==> src/rtl/pcd_pkg.sv <==
package pcd_pkg;
  localparam int unsigned PCD_PINS = 8;

  // control inputs of the sticky flag
  typedef struct packed {
    logic set;
    logic clr;
  } pcd_flag_ctl_t;
endpackage

==> src/rtl/pcd_sample.sv <==
module pcd_sample #(
  parameter int unsigned W = 8
) (
  input  logic         clk,
  input  logic         rst_n,
  input  logic [W-1:0] pins_i,
  output logic [W-1:0] cap_q,
  output logic [W-1:0] syn_q
);
  for (genvar g = 0; g < W; g++) begin : g_pin
    always_ff @(posedge clk or negedge rst_n) begin
      if (!rst_n) begin
        cap_q[g] <= 1'b0;
        syn_q[g] <= 1'b0;
      end else begin
        cap_q[g] <= pins_i[g];
        syn_q[g] <= cap_q[g];
      end
    end
  end
endmodule

==> src/rtl/pcd_mask.sv <==
module pcd_mask #(
  parameter int unsigned W = 8
) (
  input  logic         clk,
  input  logic         rst_n,
  input  logic         we_i,
  input  logic [W-1:0] wdata_i,
  output logic [W-1:0] mask_q
);
  always_ff @(posedge clk or negedge rst_n) begin
    if (!rst_n)    mask_q <= '0;
    else if (we_i) mask_q <= wdata_i;
  end
endmodule

==> src/rtl/pcd_flag.sv <==
module pcd_flag
  import pcd_pkg::*;
(
  input  logic          clk,
  input  logic          rst_n,
  input  pcd_flag_ctl_t ctl_i,
  output logic          flag_q
);
  always_ff @(posedge clk or negedge rst_n) begin
    if (!rst_n)         flag_q <= 1'b0;
    else if (ctl_i.set) flag_q <= 1'b1;   // set has priority
    else if (ctl_i.clr) flag_q <= 1'b0;
  end
endmodule

==> src/rtl/pcd_top.sv <==
module pcd_top
  import pcd_pkg::*;
#(
  parameter int unsigned W = PCD_PINS
) (
  input  logic         clk,
  input  logic         rst_n,
  input  logic [W-1:0] pins_i,
  input  logic         mask_we_i,
  input  logic [W-1:0] mask_wdata_i,
  input  logic         flag_clr_i,
  input  logic         grp_en_i,
  output logic         flag_o,
  output logic         irq_o
);
  logic [W-1:0]  cap_q, syn_q, mask_q, chg;
  logic          set_evt;
  pcd_flag_ctl_t ctl;

  pcd_sample #(.W(W)) u_sample (
    .clk(clk), .rst_n(rst_n), .pins_i(pins_i), .cap_q(cap_q), .syn_q(syn_q)
  );

  pcd_mask #(.W(W)) u_mask (
    .clk(clk), .rst_n(rst_n), .we_i(mask_we_i), .wdata_i(mask_wdata_i), .mask_q(mask_q)
  );

  // per-pin change, gated by mask, then collapsed to one set line
  assign chg     = (cap_q ^ syn_q) & mask_q;
  assign set_evt = |chg;
  assign ctl.set = set_evt;
  assign ctl.clr = flag_clr_i;

  pcd_flag u_flag (
    .clk(clk), .rst_n(rst_n), .ctl_i(ctl), .flag_q(flag_o)
  );

  assign irq_o = flag_o & grp_en_i;
endmodule

==> config.mk <==
export PLATFORM = sky130hd
export DESIGN_NAME = pcd_top
export DESIGN_NICKNAME = d
export VERILOG_FILES = /design/src/rtl/pcd_pkg.sv /design/src/rtl/pcd_sample.sv /design/src/rtl/pcd_mask.sv /design/src/rtl/pcd_flag.sv /design/src/rtl/pcd_top.sv
export SDC_FILE = /design/constraint.sdc
export NUM_CORES = 1
export LEC_CHECK = 0
export BUFFER_PORTS_ARGS = -buffer_cell sky130_fd_sc_hd__buf_4
export CAP_MARGIN = 10
export CORE_MARGIN = 10
export CORE_UTILIZATION = 41
export CTS_CLUSTER_SIZE = 10
export DETAILED_ROUTE_END_ITERATION = 8
export GPL_ROUTABILITY_DRIVEN = 0
export HOLD_SLACK_MARGIN = 0.1
export PLACE_DENSITY = 0.63
export RECOVER_POWER = 25
export SETUP_SLACK_MARGIN = 0.05
export SLEW_MARGIN = 20
export SYNTH_ARGS = -nofsm -noshare
export SYNTH_HDL_FRONTEND = slang
export SYNTH_HIERARCHICAL = 1
export SYNTH_SLANG_ARGS = --single-unit
==> constraint.sdc <==
create_clock -name clk -period 2.11 [get_ports clk]
set_clock_uncertainty 0.15 [all_clocks]
set_input_delay 0 -clock clk [delete_from_list [all_inputs] [get_ports clk]]
set_output_delay 0 -clock clk [all_outputs]
set_load 0.01 [all_outputs]
==> flow_summary.ini <==
[setup_path]
cp-startpoint = u_mask/mask_q[1]$_DFFE_PN0P_
worstPathMaxFanout = 2
worst_ep_arrival_time_ns = 1.55
worstSetupPathType = reg -> reg
worstPathRequired_ns = 2.16
worstReg2RegStart = u_mask/mask_q[1]$_DFFE_PN0P_
cp-end-kind = flip-flop
cp-start-kind = flip-flop

[finish]
fin_area_um2 = 1361
drive_gt1_frac = 0.3431
nNetsFinal = 124
diodes = 0
fin_util = 0.6800
area_growth_pct = 54.55

[clocking]
postCtsSetupRepairBufs = 0
clockBufferDepth = 2
cts_tree = built
htreeDepth = 1
cts_sinks = 25
cts_root_buf = clkbuf_4
clkSlewWorstSetupHoldPaths_ns = 0.14
clk_latency_ns = 0.32
cts_made_buffers = 3

[sta]
tns_ns = 0
period_share = 0.7109
hold_viol_final = 0
period_minus_slack_ns = 1.500
tightestPinTransition_ns = 0.5223
slew_viol_final = 0
relSlewSlack = 0.6518
fmax_mhz = 666.6
worst_slack_ns = 0.6100
rsz0062_at_grt = false
setup_violations = 0

[synthesis]
synth_top_area_share = 0.7102
synth_top_area_cell = dfrtp_1
ys_ff_latch = 25
synthCells = 50
synthTopCellsByArea = dfrtp_1 (71%), mux2_4 (14%), xor2_1 (8.0%), a22oi_1 (3.4%), buf_6 (1.3%)
synth_area_um2 = 880.8
synth-xor-area-share = 0.07955
synth_cell_types = 9
synthAdderAreaFrac = 0
postSynthAreaPerCell_um2 = 17.62
yosys.area_share.simple = 0.01420
synth_top_family_by_area = multiplexers
synth_mux_area_frac = 0.1364
synth_compound_area_frac = 0.04261
yosysWarnings = 6
synth_fp_nets = 71
ys_seq_area_frac = 0.7102

[detailed_routing]
routedWlPerCell_um = 13.86
drc = 0
wl_mm = 1.788
routed-via-count = 572
drt-initial-drc-count = 14
detail_route.first_pass.iterations = 3
via_per_inst = 4.434
ant_nets = 0

[power]
clock_power_share = 0.237
switchingPower_mw = 0.2019
power.leakage_nw = 0.6444
pwr-share-seq = 0.597
switching_share = 0.2275
power.density_nw_per_um2 = 651.9
p_comb_frac = 0.167
peakVddDrop_mv = 0.4468
intPower_mw = 0.6856
power_mw = 0.8874

[placement]
pre_cts_ws_ns = 0.8109
portBuffers = 22
placed_area_um2 = 1069

[grt]
antenna_found_initial = 0
grt_max_degree = 26
grt.overflow.total = 0
grt_pass1_vias = 680
grt_usage = 0.09289
grt_pass1_wl_mm = 3.125

[die]
start_util = 0.4400
die_h_um = 66.35
rows = 16
core_um2 = 2002
fp.dieArea_um2 = 4402
top_level_ports = 23
die_w_um = 66.35

[flow_run]
cap_violations = 0

[run_status]
status = complete, no violations

[min_path]
hp-class = in -> async
critical path: stages (launching register included):
cell	delay, ns
dfrtp_1	0.42
mux2_4	0.27
dlygate4sd3_1	0.56
placed cells by master (no fill, tap or decap), drive strengths merged:
cell type	netlist	final
dlygate4sd3	0	26
dfrtp	25	25
buf	1	15
clkbuf	0	11
xor2	8	8
mux2	8	8
a22oi	4	4
nand4	1	1
and2	1	1
clkinv	0	1
inv	1	1
a21o	1	1
flip-flops by register name (all words and copies together) (netlist names):
| signal | count |
|---|---|
| u_sample/syn_q | 8 |
| u_flag/flag_q | 1 |
| u_sample/cap_q | 8 |
| u_mask/mask_q | 8 |
through the flow:
stage          hold slack (ns)  cells
2_1_floorplan          -0.4456     50
5_1_grt                 0.1480    129
3_5_place_dp           -0.2360     98
3_3_place_gp           -0.2363     98
4_1_cts                 0.1408    129
6_report                0.1090    129
per-layer routing:
| metal | wire length (µm) | GRT usage | up-vias |
|---|---|---|---|
| li1 | - | - | 272 |
| met1 | 735 | 0.1012 | 280 |
| met2 | 908 | 0.1519 | 16 |
| met3 | 122 | 0.03729 | 4 |
| met4 | 22 | 0.04712 | 0 |
| met5 | 0 | 0 | - |
cells in the mapped netlist:
library cell  instances
dfrtp_1              25
mux2_4                8
xor2_1                8
a22oi_1               4
a21o_1                1
and2_1                1
buf_6                 1
inv_1                 1
nand4_1               1
logic make-up (layout without fill, tap and decap cells):
group,after synthesis,after routing
AOI/OAI and AO/OA,5,5
xor gates and xnor gates,8,8
buffers and inverters,2,54
DFF,25,25
muxes,8,8
and+or+nand+nor,2,2
power groups by stage:
stage / registers [mW] / logic (mW) / clock network, mW
5_1_grt: 0.533 / 0.161 / 0.235
3_3_place_gp: 0.538 / 0.0971 / 0
6_report: 0.529 / 0.148 / 0.210
4_1_cts: 0.530 / 0.149 / 0.215
2_1_floorplan: 0.535 / 0.0514 / 0
3_5_place_dp: 0.539 / 0.0987 / 0
final timing paths:
check / depth (start not counted) / end / slack [ns]
setup / recovery: 2 / u_mask/mask_q[1]$_DFFE_PN0P_ / 0.61
hold / removal: 3 / u_mask/mask_q[5]$_DFFE_PN0P_ / 0.11
setup reg to reg: 2 / u_mask/mask_q[1]$_DFFE_PN0P_ / 0.61
hold reg to reg: 0 / u_sample/syn_q[4]$_DFF_PN0_ / 0.25
max in group asynchronous: 3 / u_sample/cap_q[2]$_DFF_PN0_ / 1.34
min in group clk: 3 / irq_o / 0.14
layout make-up:
class                   count  area (µm²)
fillers                   147       640.6
flip-flops and latches     25       625.6
repair buffers             49       430.4
multi-input cells          23       240.2
well taps                  27       33.78
clock buffers               3       22.52
clock inverters             1       5.005
inverters                   1       3.754
timing repair:
item,CTS,global route
hold buffers,27,0
gates resized for setup,0,0
endpoints found under the hold margin,42,0
(Power assumes the default switching activity.)
